[src/rtl/cellcrtc.sv]
module cellcrtc #(
  parameter bit         ZERO_IS_256 = 1'b1,
  parameter logic [7:0] REV         = 8'h21
) (
  input  logic       clk,
  input  logic       rst_n,
  input  logic       bus_sel,
  input  logic       bus_wr,
  input  logic [7:0] bus_wdata,
  output logic [7:0] bus_rdata,
  output logic       hsync,
  output logic       vsync,
  output logic       display_enable,
  output logic [7:0] char_col,
  output logic [7:0] char_row,
  output logic [4:0] scan_line
);
  logic [3:0] idx;
  logic [7:0] s_ht, s_hd, s_hp, s_vt, s_vd, s_vp;
  logic [3:0] s_hw, s_vw, s_cw;
  logic [4:0] s_ch;
  logic [7:0] a_ht, a_hp, a_vt, a_vd;
  logic [3:0] a_hw, a_cw;
  logic [4:0] a_ch;
  logic [3:0] dot, vs_cnt;
  logic [8:0] hcnt;

  wire       char_end = dot == a_cw;
  wire       line_end = char_end && char_col == a_ht;
  wire       row_end  = line_end && scan_line == a_ch;
  wire [7:0] row_nx   = row_end ? ((char_row == a_vt) ? 8'd0 : char_row + 8'd1) : char_row;
  wire [4:0] scan_nx  = row_end ? 5'd0 : scan_line + 5'd1;
  wire       vs_start = row_end && row_nx == s_vp;
  wire [8:0] hd_load  = (ZERO_IS_256 && s_hd == 8'd0) ? 9'd256 : {1'b0, s_hd};
  wire [7:0] hoff     = char_col - a_hp;

  assign hsync          = hoff < {4'b0, a_hw};
  assign vsync          = vs_cnt != 4'd0;
  assign display_enable = (hcnt != 9'd0) && (char_row < a_vd);

  always_comb begin
    case (idx)
      4'd0:    bus_rdata = s_ht;
      4'd1:    bus_rdata = s_hd;
      4'd2:    bus_rdata = s_hp;
      4'd3:    bus_rdata = {4'b0, s_hw};
      4'd4:    bus_rdata = s_vt;
      4'd5:    bus_rdata = s_vd;
      4'd6:    bus_rdata = s_vp;
      4'd7:    bus_rdata = {4'b0, s_vw};
      4'd8:    bus_rdata = {3'b0, s_ch};
      4'd9:    bus_rdata = {4'b0, s_cw};
      4'd15:   bus_rdata = REV;
      default: bus_rdata = 8'd0;
    endcase
  end

  always_ff @(posedge clk or negedge rst_n) begin
    if (!rst_n) begin
      idx <= '0;
      s_ht <= '0; s_hd <= '0; s_hp <= '0; s_vt <= '0; s_vd <= '0; s_vp <= '0;
      s_hw <= '0; s_vw <= '0; s_cw <= '0; s_ch <= '0;
      a_ht <= '0; a_hp <= '0; a_vt <= '0; a_vd <= '0;
      a_hw <= '0; a_cw <= '0; a_ch <= '0;
    end else begin
      if (bus_wr && !bus_sel) idx <= bus_wdata[3:0];
      if (bus_wr && bus_sel) begin
        case (idx)
          4'd0: s_ht <= bus_wdata;
          4'd1: s_hd <= bus_wdata;
          4'd2: s_hp <= bus_wdata;
          4'd3: s_hw <= bus_wdata[3:0];
          4'd4: s_vt <= bus_wdata;
          4'd5: s_vd <= bus_wdata;
          4'd6: s_vp <= bus_wdata;
          4'd7: s_vw <= bus_wdata[3:0];
          4'd8: s_ch <= bus_wdata[4:0];
          4'd9: s_cw <= bus_wdata[3:0];
          default: ;
        endcase
      end
      if (line_end) begin
        a_ht <= s_ht; a_hp <= s_hp; a_hw <= s_hw; a_cw <= s_cw;
        a_vt <= s_vt; a_vd <= s_vd; a_ch <= s_ch;
      end
    end
  end

  always_ff @(posedge clk or negedge rst_n) begin
    if (!rst_n) begin
      dot <= '0; hcnt <= '0; vs_cnt <= '0;
      char_col <= '0; char_row <= '0; scan_line <= '0;
    end else begin
      dot <= char_end ? 4'd0 : dot + 4'd1;
      if (line_end) begin
        char_col  <= 8'd0;
        hcnt      <= hd_load;
        scan_line <= scan_nx;
        char_row  <= row_nx;
        if (vs_start)            vs_cnt <= s_vw;
        else if (vs_cnt != 4'd0) vs_cnt <= vs_cnt - 4'd1;
      end else if (char_end) begin
        char_col <= char_col + 8'd1;
        if (hcnt != 9'd0) hcnt <= hcnt - 9'd1;
      end
    end
  end
endmodule


[config.mk]
export PLATFORM = sky130hd
export DESIGN_NAME = cellcrtc
export DESIGN_NICKNAME = d
export VERILOG_FILES = /design/src/rtl/cellcrtc.sv
export SDC_FILE = /design/constraint.sdc
export NUM_CORES = 1
export LEC_CHECK = 0
export BUFFER_PORTS_ARGS = -buffer_cell sky130_fd_sc_hd__buf_2
export CORE_MARGIN = 5
export CORE_UTILIZATION = 55
export CTS_CLUSTER_SIZE = 28
export DETAILED_ROUTE_END_ITERATION = 16
export PLACE_DENSITY = 0.73
export SYNTH_ARGS = -nofsm -noshare
export SYNTH_HDL_FRONTEND = slang
export SYNTH_SLANG_ARGS = --single-unit
[constraint.sdc]
create_clock -name clk -period 4.3 [get_ports clk]
set_input_delay 0.86 -clock clk [delete_from_list [all_inputs] [get_ports clk]]
set_output_delay 0.86 -clock clk [all_outputs]
set_load 0.02 [all_outputs]
==> metrics.cfg, run 1 <==
[outcome]
status=complete, no violations

[clock_tree]
cts_tree=built
htree_levels=4
post_cts_buffers=0
cts_max_path_buffers=2
clk_pin_slew_ns=0.06
ctsHoldBuffers=0
cts_root_buf=clkbuf_16
clkSinkCount=152
cts_resized=0
insertion_delay_ns=0.43
cts_buffers=17

[pwr]
power.total_mw=6.16
p_int_mw=3.88
power_switching_share_pct=37.0
p_comb_share_pct=34.8
power.density_nw_per_um2=694
ir_drop_mv=0.389
p_switching_mw=2.28
p_leak_nw=4.22
pwr-share-seq_pct=40.5
clockPowerShare_pct=24.7

[floorplan]
fp.coreArea_um2=14000
die-area_um2=16800
die_y_um=130
ioPinCount=44
die_x_um=130
start_util_pct=56.4
rows=43

[timing]
rsz0062_at_grt=no
slew_headroom_pct=25.4
hold_slack_ns=0.493
fin_skew_ns=0.00794
setup_viol=0
period_share_pct=87.3
setup_slack_ns=0.548
final_hold_viol_count=0
tns_ns=0
period_minus_slack_ns=3.75
finalMaxSlewViolations=0
fmax_ghz=0.266
worst_pin_slew_ns=1.12

[layout]
stdcell_area_um2=8880
utilization_pct=63.5
antenna-diode-count=0
final_nets=863
finalNonFillerCells=1019
synthToLayoutAreaGrowth_pct=12.7
layout-drive-gt1-share_pct=19.7

[setup_path]
crit_start=char_col[0]
crit_fanout=7
critPathArrivalTime_ns=2.89
r2r_start=char_col[4]
critPathRequiredTime_ns=3.44
critPathKind=flop to output pin
cp-start-kind=flop
worstSetupEndpointType=output pin

[min_path]
min-delay-start=a_ch[4]
hold_class=flop to flop

[yosys]
synth_nets=828
syn_avg_cell_area_um2=9.97
netlist_instances=791
ys_warn_count=0
synth_edf_count=0
ys_seq_elements=152
synth_area_um2=7880
seq_area_frac_synth_pct=48.3
async_reset_ff_share_pct=100
synth_cell_type_count=56
synth_top_flop_cell=dfrtp_1

[global_route]
grt_max_degree=102
gr-total-overflow=0
grt_usage_pct=24.7
grt_pass1_vias=6027
grt_antenna_before_repair=0
grt_pass1_wl_um=32100

[routing]
drt-wirelength-per-cell_um=19.2
drtPass1Iterations=5
vias_per_cell=5.95
vias=6068
wirelength_um=19600
antenna_left=0
drc=0
drtIter0Drc=523

[placed_design]
gp_congestion=0.899
io_buffer_count=43
placed_cells=987
placed_cell_area_um2=8270
hpwl_um=13700
pre_cts_slack_ns=1.02

[job]
max-cap-violations=0

-- state kept, by name, indices dropped and copies added, names as in the netlist --
name and cells:
s_hp 8, char_row 8, s_vp 8, a_vd 8
a_hw 4, vs_cnt 4, hcnt 9, s_hw 4
scan_line 5, dot 4, a_cw 4, a_ht 8
s_ch 5, s_vt 8, s_vw 4, s_cw 4
char_col 8, s_ht 8, idx 4, a_hp 8
s_vd 8, s_hd 8, a_ch 5, a_vt 8
-- power by group through the flow --
stage,clock network [mW],registers (mW),logic [mW]
2_1_floorplan,0,2.33,1.63
3_3_place_gp,0,2.48,2.04
3_5_place_dp,0,2.51,2.13
4_1_cts,1.55,2.49,2.15
5_1_grt,1.61,2.57,2.40
6_report,1.52,2.50,2.14
-- layer usage --
metal,GRT usage [%],up-vias,share of wire (%)
met1,34.9,3025,44
met3,5.44,28,5.9
met4,8.92,0,1.9
li1,-,2812,-
met5,0,-,0
met2,38.0,203,48
-- cells in the mapped netlist (2+ instances only) --
master / count / area share [%]
nand3b_1: 3 / 0.29
a211o_1: 2 / 0.22
nor3b_1: 4 / 0.38
nor4_1: 7 / 0.56
mux2i_1: 9 / 1.1
nor2_1: 36 / 1.7
nor2b_1: 10 / 0.79
xnor2_1: 13 / 1.4
nand2_1: 160 / 7.6
nand4b_1: 2 / 0.22
o21a_1: 2 / 0.19
mux2_2: 71 / 10
a311o_1: 2 / 0.25
dfrtp_1: 152 / 48
ha_1: 24 / 3.8
inv_1: 33 / 1.6
a21oi_1: 25 / 1.6
and3_1: 9 / 0.71
xor2_1: 33 / 3.7
o211ai_1: 3 / 0.29
nor4_4: 2 / 0.54
and2_1: 2 / 0.16
a21boi_0: 2 / 0.19
a32oi_1: 3 / 0.33
nand4_1: 7 / 0.56
or4_1: 2 / 0.19
a21o_1: 5 / 0.48
a22oi_1: 5 / 0.48
nand3_1: 21 / 1.3
a22o_1: 2 / 0.22
o21ai_0: 50 / 3.2
or2_2: 2 / 0.16
buf_1: 4 / 0.19
or3_1: 4 / 0.32
o31ai_1: 5 / 0.48
o2111ai_1: 2 / 0.22
nand2b_1: 6 / 0.48
clkbuf_1: 29 / 1.4
a31oi_1: 5 / 0.40
mux4_2: 3 / 0.86
nor4_2: 2 / 0.32
nor3_1: 14 / 0.89
-- cells in the final DEF, fill, tap and decap left out, types with 7 or more instances in the layout --
master	synthesis	final
a21oi_1	25	25
and3_1	9	8
buf_2	1	42
buf_4	1	7
clkbuf_16	0	17
clkbuf_8	0	7
dfrtp_1	152	152
ha_1	24	24
inv_1	33	33
mux2_2	71	71
mux2i_1	9	9
nand2_1	160	160
nand3_1	21	21
nand4_1	7	7
nor2_1	36	36
nor2b_1	10	10
nor3_1	14	14
nor4_1	7	7
o21ai_0	50	50
xnor2_1	13	13
xor2_1	33	33
-- cell families after synthesis --
logic type / count (synthesis) / synth area share [%]
DFF: 152 / 48.3
AOI/OAI and AO/OA: 119 / 9.14
buffers and inverters: 68 / 3.30
adders and majority gates: 25 / 4.06
and+or+nand+nor: 298 / 18.0
muxes: 83 / 12.1
xor gates and xnor gates: 46 / 5.11
-- area by class of cell --
cell class / count / area [µm²]
fill: 1122 / 5110
timing repair buffer: 51 / 294
tap: 180 / 225
multi-input combinational: 571 / 3820
clock buffer: 25 / 526
clock inverter: 7 / 87.6
sequential: 152 / 3800
inverter: 33 / 124
-- final timing paths --
path | endpoint | slack, ns | cells past startpoint
max | hsync | 0.55 | 11
min | a_ch[4] | 0.49 | 2
max reg2reg | vs_cnt[0] | 1.10 | 9
min reg2reg | a_ch[4] | 0.49 | 2
max in group asynchronous | vs_cnt[1] | 2.99 | 2
min in group asynchronous | dot[0] | 0.53 | 1
-- worst max-delay path: stages, from the launching register on --
cell       delay (ns)
dfrtp_1          0.45
inv_1            0.07
ha_1             0.19
inv_1            0.08
fa_1             0.42
ha_1             0.29
a21oi_1          0.15
nor2b_1          0.07
o21ai_0          0.22
o2111ai_1        0.14
nor3_1           0.18
buf_2            0.19
Power figures use the tool's default switching activity.
==> run 2, diff against run 1 <==
==> constraint.sdc (replaced) <==
create_clock -name clk -period 4.65 [get_ports clk]
set_input_delay 0.93 -clock clk [delete_from_list [all_inputs] [get_ports clk]]
set_output_delay 0.93 -clock clk [all_outputs]
set_load 0.02 [all_outputs]
==> run 2 against run 1 <==
Net effect: register-to-register slack improved by 0.23 ns; sequential share of layout area hardly changed; final area is essentially flat.
==> metrics.cfg, run 2 (synthesis gave the netlist of run 1 again) <==
[setup_path]
cp_slowest_cell=dfrtp_1
crit_fanout=31
crit_chain=nor2_1 > nand2_1 > nand2_1 > a21oi_1 > o32ai_1 > a311o_1 > buf_2
critPathKind=flop to output pin
cp_common_cell=nand2_1
critPathTopFamily=flip-flops
worst-path-buf-inv=1
critPathArrivalTime_ns=2.82
worstSetupEndpointType=output pin
regToRegSetupSlack_ns=1.33
cp-start-kind=flop
cp_slowest_stage_delay_ns=1.07
critPathRequiredTime_ns=3.72

[timing]
slew_headroom_pct=14.7
setup_slack_ns=0.904
final_hold_viol_count=0
rsz0062_at_grt=no
fin_skew_ns=0.00879
hold_slack_ns=0.496
period_minus_slack_ns=3.75
setup_viol=0
period_share_pct=80.6
fmax_ghz=0.267
tns_ns=0
finalMaxSlewViolations=0
worst_pin_slew_ns=1.27

[floorplan]
die-area_um2=16800
start_util_pct=56.4
die_y_um=130
fp.coreArea_um2=14000
ioPinCount=44
rows=43
die_x_um=130

[global_route]
grt_max_degree=97
grt_antenna_before_repair=0
gr-total-overflow=0
grt_usage_pct=24.8
grt_pass1_wl_um=32300
grt_pass1_vias=6237

[pwr]
clockPowerShare_pct=25.5
p_leak_nw=4.21
p_comb_share_pct=34.3
pwr-share-seq_pct=40.2
power.density_nw_per_um2=650
power.total_mw=5.77
p_int_mw=3.65
p_switching_mw=2.12
power_switching_share_pct=36.8
ir_drop_mv=0.302

[layout]
largest_reg_flops=9
synthToLayoutAreaGrowth_pct=12.6
final_common_cell=nand2_1
final_nets=862
top_register=hcnt
final_cell_mix=nand2_1 (160), dfrtp_1 (152), mux2_2 (71)
antenna-diode-count=0
layout-drive-gt1-share_pct=19.4

[clock_tree]
htree_levels=4
clkSinkCount=152
clk_pin_slew_ns=0.06
post_cts_buffers=0
cts_buffers=17
cts_max_path_buffers=2
cts_tree=built
ctsHoldBuffers=0
insertion_delay_ns=0.42
cts_resized=0
cts_root_buf=clkbuf_16

[placed_design]
hpwl_um=13800
gp_congestion=0.949
io_buffer_count=43
pre_cts_slack_ns=1.39

[routing]
drt-wirelength-per-cell_um=19.5
wirelength_um=19800
vias_per_cell=6.05
drtPass1Iterations=7
drc=0
vias=6151
drtIter0Drc=458
antenna_left=0

[job]
max-cap-violations=0

[min_path]
hold_class=flop to flop

[outcome]
status=complete, no violations

[run 2: changes by cell type in the layout (fill, tap and decap cells not counted), sizes merged]
cell | previous run | this run
clkinv | 4 | 3
clkbuf | 25 | 23
bufinv | 2 | 4
buf | 51 | 50
[run 2: stage by stage]
stage,instance area (µm²),utilization [%],cells
CTS,8880,63.5,1017
global placement,8250,59.0,986
floorplan,7880,-,791
detailed placement,8250,59.0,986
finish,8880,63.5,1017
global route,8880,63.5,1017
[run 2: layer usage]
layer  GRT usage (%)  share of wire [%]  routed length (µm)  up-vias
met2            39.3                 47                9290      240
met5               0                  0                   0        -
met1            33.6                 43                8600     3053
li1                -                  -                   -     2808
met4            9.90                2.8                 546        0
met3            5.32                6.8                1360       50
[run 2: final timing paths]
check                      startpoint      endpoint  cells after the start
min in group asynchronous       rst_n        dot[0]                      1
max                            idx[2]  bus_rdata[2]                      7
max reg2reg                    idx[2]       s_vt[7]                      5
min                           a_cw[1]       a_cw[1]                      2
min reg2reg                   a_cw[1]       a_cw[1]                      2
max in group asynchronous       rst_n       a_ht[3]                      2
[run 2: power groups by stage]
stage / clock network [mW] / logic (mW) / registers, mW
5_1_grt: 1.54 / 2.23 / 2.38
6_report: 1.47 / 1.98 / 2.32
3_5_place_dp: 0 / 1.96 / 2.33
3_3_place_gp: 0 / 1.88 / 2.30
4_1_cts: 1.49 / 1.98 / 2.31
2_1_floorplan: 0 / 1.51 / 2.15
[run 2: cell type report]
cell class                      count  area (µm²)
Timing Repair Buffer               50         274
Clock inverter                      8         143
Fill cell                        1129        5110
Inverter                           33         124
Sequential cell                   152        3800
Tap cell                          180         225
Multi-Input combinational cell    571        3820
Clock buffer                       23         488
[run 2: worst reg2reg max path, cell delays in order, from the launching register on]
cell	delay (ns)
dfrtp_1	1.07
inv_1	0.15
nor2_1	0.33
nand3_1	0.22
nor3_1	1.00
mux2_2	0.43
==> run 3, diff against run 2 <==
--- a/config.mk
+++ b/config.mk
@@ -5,12 +5,13 @@
 export SDC_FILE = /design/constraint.sdc
 export NUM_CORES = 1
 export LEC_CHECK = 0
+export ABC_AREA = 1
 export BUFFER_PORTS_ARGS = -buffer_cell sky130_fd_sc_hd__buf_2
 export CORE_MARGIN = 5
 export CORE_UTILIZATION = 55
 export CTS_CLUSTER_SIZE = 28
 export DETAILED_ROUTE_END_ITERATION = 16
-export PLACE_DENSITY = 0.73
+export PLACE_DENSITY = 0.76
 export SYNTH_ARGS = -nofsm -noshare
 export SYNTH_HDL_FRONTEND = slang
 export SYNTH_SLANG_ARGS = --single-unit
==> constraint.sdc (replaced) <==
create_clock -name clk -period 3.05 [get_ports clk]
set_input_delay 0.61 -clock clk [delete_from_list [all_inputs] [get_ports clk]]
set_output_delay 0.61 -clock clk [all_outputs]
set_load 0.02 [all_outputs]
==> run 3 against run 2 <==
Net effect: the flow now finishes with violations (negative setup slack); critical path type unchanged; cell count rose by 26%; sequential power is 30% higher; clock skew up 0.0021 ns; highest routed layer unchanged; clock-buffer cell count down 6; die area grew 1.9%; non-clock buffer count increased by 12.
==> metrics.cfg, run 3 <==
[outcome]
status=finished with violations
violations=negative setup slack

[global_route]
gr-total-overflow=0
grt_max_degree=77
grt_antenna_before_repair=0
grt_pass1_vias=6553
grt_usage_pct=25.8
grt_pass1_wl_um=34100

[yosys]
synth_cell_type_count=43
yosysMostFrequentCell=nand2_1
synth_area_leaders=dfrtp_1 (47%), nand2_1 (14%), o21ai_0 (8.6%)
yosysTopAreaCell=dfrtp_1
synth_common_cells=nand2_1 (309), dfrtp_1 (152), inv_1 (147), o21ai_0 (138), nor2_1 (54)
synth_edf_count=0
synth_nets=1066
synth_top_area_share_pct=47.3
ys_seq_elements=152
async_reset_ff_share_pct=100
synth_top_flop_cell=dfrtp_1
ys_warn_count=0
synth_area_um2=8050
netlist_instances=1029
syn_avg_cell_area_um2=7.82
seq_area_frac_synth_pct=47.3

[routing]
vias_per_cell=5.49
vias=7053
wirelength_um=21300
drtIter0Drc=692
drt-wirelength-per-cell_um=16.6
drc=0
antenna_left=0
drtPass1Iterations=7

[placed_design]
hpwl_um=15200
io_buffer_count=43
pre_cts_slack_ns=-0.00718
gp_congestion=0.963
placed_cells=1247

[timing]
slew_headroom_pct=51.0
worst_pin_slew_ns=0.736
period_share_pct=107
final_hold_viol_count=0
fin_skew_ns=0.0109
rsz0062_at_grt=yes
tns_ns=-0.228
fmax_ghz=0.305
period_minus_slack_ns=3.28
finalMaxSlewViolations=0
setup_viol=1
hold_slack_ns=0.150
setup_slack_ns=-0.228

[pwr]
power.density_nw_per_um2=836
ir_drop_mv=0.498
p_leak_nw=4.64

[floorplan]
start_util_pct=55.8
fp.coreArea_um2=14400
ioPinCount=44
die-area_um2=17200
die_x_um=131
rows=44
die_y_um=131

[clock_tree]
clkSinkCount=152
cts_root_buf=clkbuf_16
cts_max_path_buffers=2
cts_tree=built
insertion_delay_ns=0.43
htree_levels=4
cts_buffers=17
clk_pin_slew_ns=0.07

[layout]
synthToLayoutAreaGrowth_pct=14.8
final_cell_mix=nand2_1 (308), dfrtp_1 (152), inv_1 (144)
finalNonFillerCells=1284
final_common_cell=nand2_1
final_nets=1124
largest_reg_flops=9
layout-drive-gt1-share_pct=13.2
top_register=hcnt
utilization_pct=64.1
antenna-diode-count=0
nFillCells=1197

[setup_path]
cp_slowest_cell=fa_1
crit_fanout=6
critPathArrivalTime_ns=2.67
cp_common_cell=buf_4
worstSetupEndpointType=output pin
critPathRequiredTime_ns=2.44
cp-start-kind=flop
critPathKind=flop to output pin
crit_chain=buf_4 > buf_4 > fa_1 > xor2_1 > ha_1 > a21oi_2 > o2111ai_2 > a211oi_2 > buf_4
cp_slowest_stage_delay_ns=0.42

[job]
max-cap-violations=0

[min_path]
hold_class=primary input to asynchronous set/reset pin

run 3: final timing paths:
| path | from | to | slack [ns] | cells past startpoint |
|---|---|---|---|---|
| worst min-delay path | rst_n | a_vd[2] | 0.15 | 1 |
| worst max-delay path | char_col[1] | hsync | -0.23 | 9 |
| min in group clk | bus_wdata[6] | s_ht[6] | 0.40 | 3 |
| worst min register to register | a_vd[0] | a_vd[0] | 0.48 | 2 |
| worst max register to register | char_col[1] | vs_cnt[0] | 0.25 | 20 |
| max in group asynchronous | rst_n | dot[2] | 2.27 | 2 |
run 3: logic make-up after synthesis:
kind of cell             Yosys count  share of synthesized area, %
AND/OR/NAND/NOR                  453                          24.2
adder cells (fa/ha/maj)           25                          3.98
AO/OA/AOI/OAI                    196                          13.6
flip-flops                       152                          47.3
buffers and inverters            183                          8.74
XOR/XNOR                          20                          2.18
run 3: what timing repair did:
| action | in CTS | in global routing |
|---|---|---|
| endpoints found under the hold margin | 0 | 0 |
| setup endpoints to repair | 1 | 1 |
| pin swaps | 11 | 11 |
| hold buffers | 0 | 0 |
| resized for setup | 10 | 9 |
| setup buffers | 3 | 2 |
run 3: final cells by class:
type	instances	area [µm²]	share of cell area, %
sequential	152	3800	41.2
multi-input combinational	694	3640	39.4
inverter	160	601	6.50
clock buffer	17	425	4.60
timing repair buffer	62	392	4.24
tap	184	230	2.49
clock inverter	15	154	1.67
run 3: critical path: cells and delay by family (launching register included):
family	cells	cell delay (ns)
AO/OA/AOI/OAI	3	0.46
flip-flops	1	0.41
adder cells (fa/ha/maj)	2	0.71
XOR/XNOR	1	0.19
buffers and inverters	3	0.47
run 3: power breakdown:
part | total [mW] | internal (mW) | switching, mW
clock | 2.09 | 1.16 | 0.934
combinational | 2.61 | 0.986 | 1.62
sequential | 3.02 | 2.52 | 0.506
run 3: routing by layer:
| metal | share of wire [%] | GRT usage [%] |
|---|---|---|
| met4 | 1.6 | 6.53 |
| met2 | 45 | 38.5 |
| met1 | 46 | 38.4 |
| met5 | 0 | 0 |
| met3 | 7.5 | 5.77 |
run 3: metrics by stage:
stage	instance area, µm²	total power, mW
finish	9240	7.72
global route	9240	8.17
CTS	9170	7.54
detailed placement	8530	5.37
global placement	8530	5.27
floorplan	8050	4.55
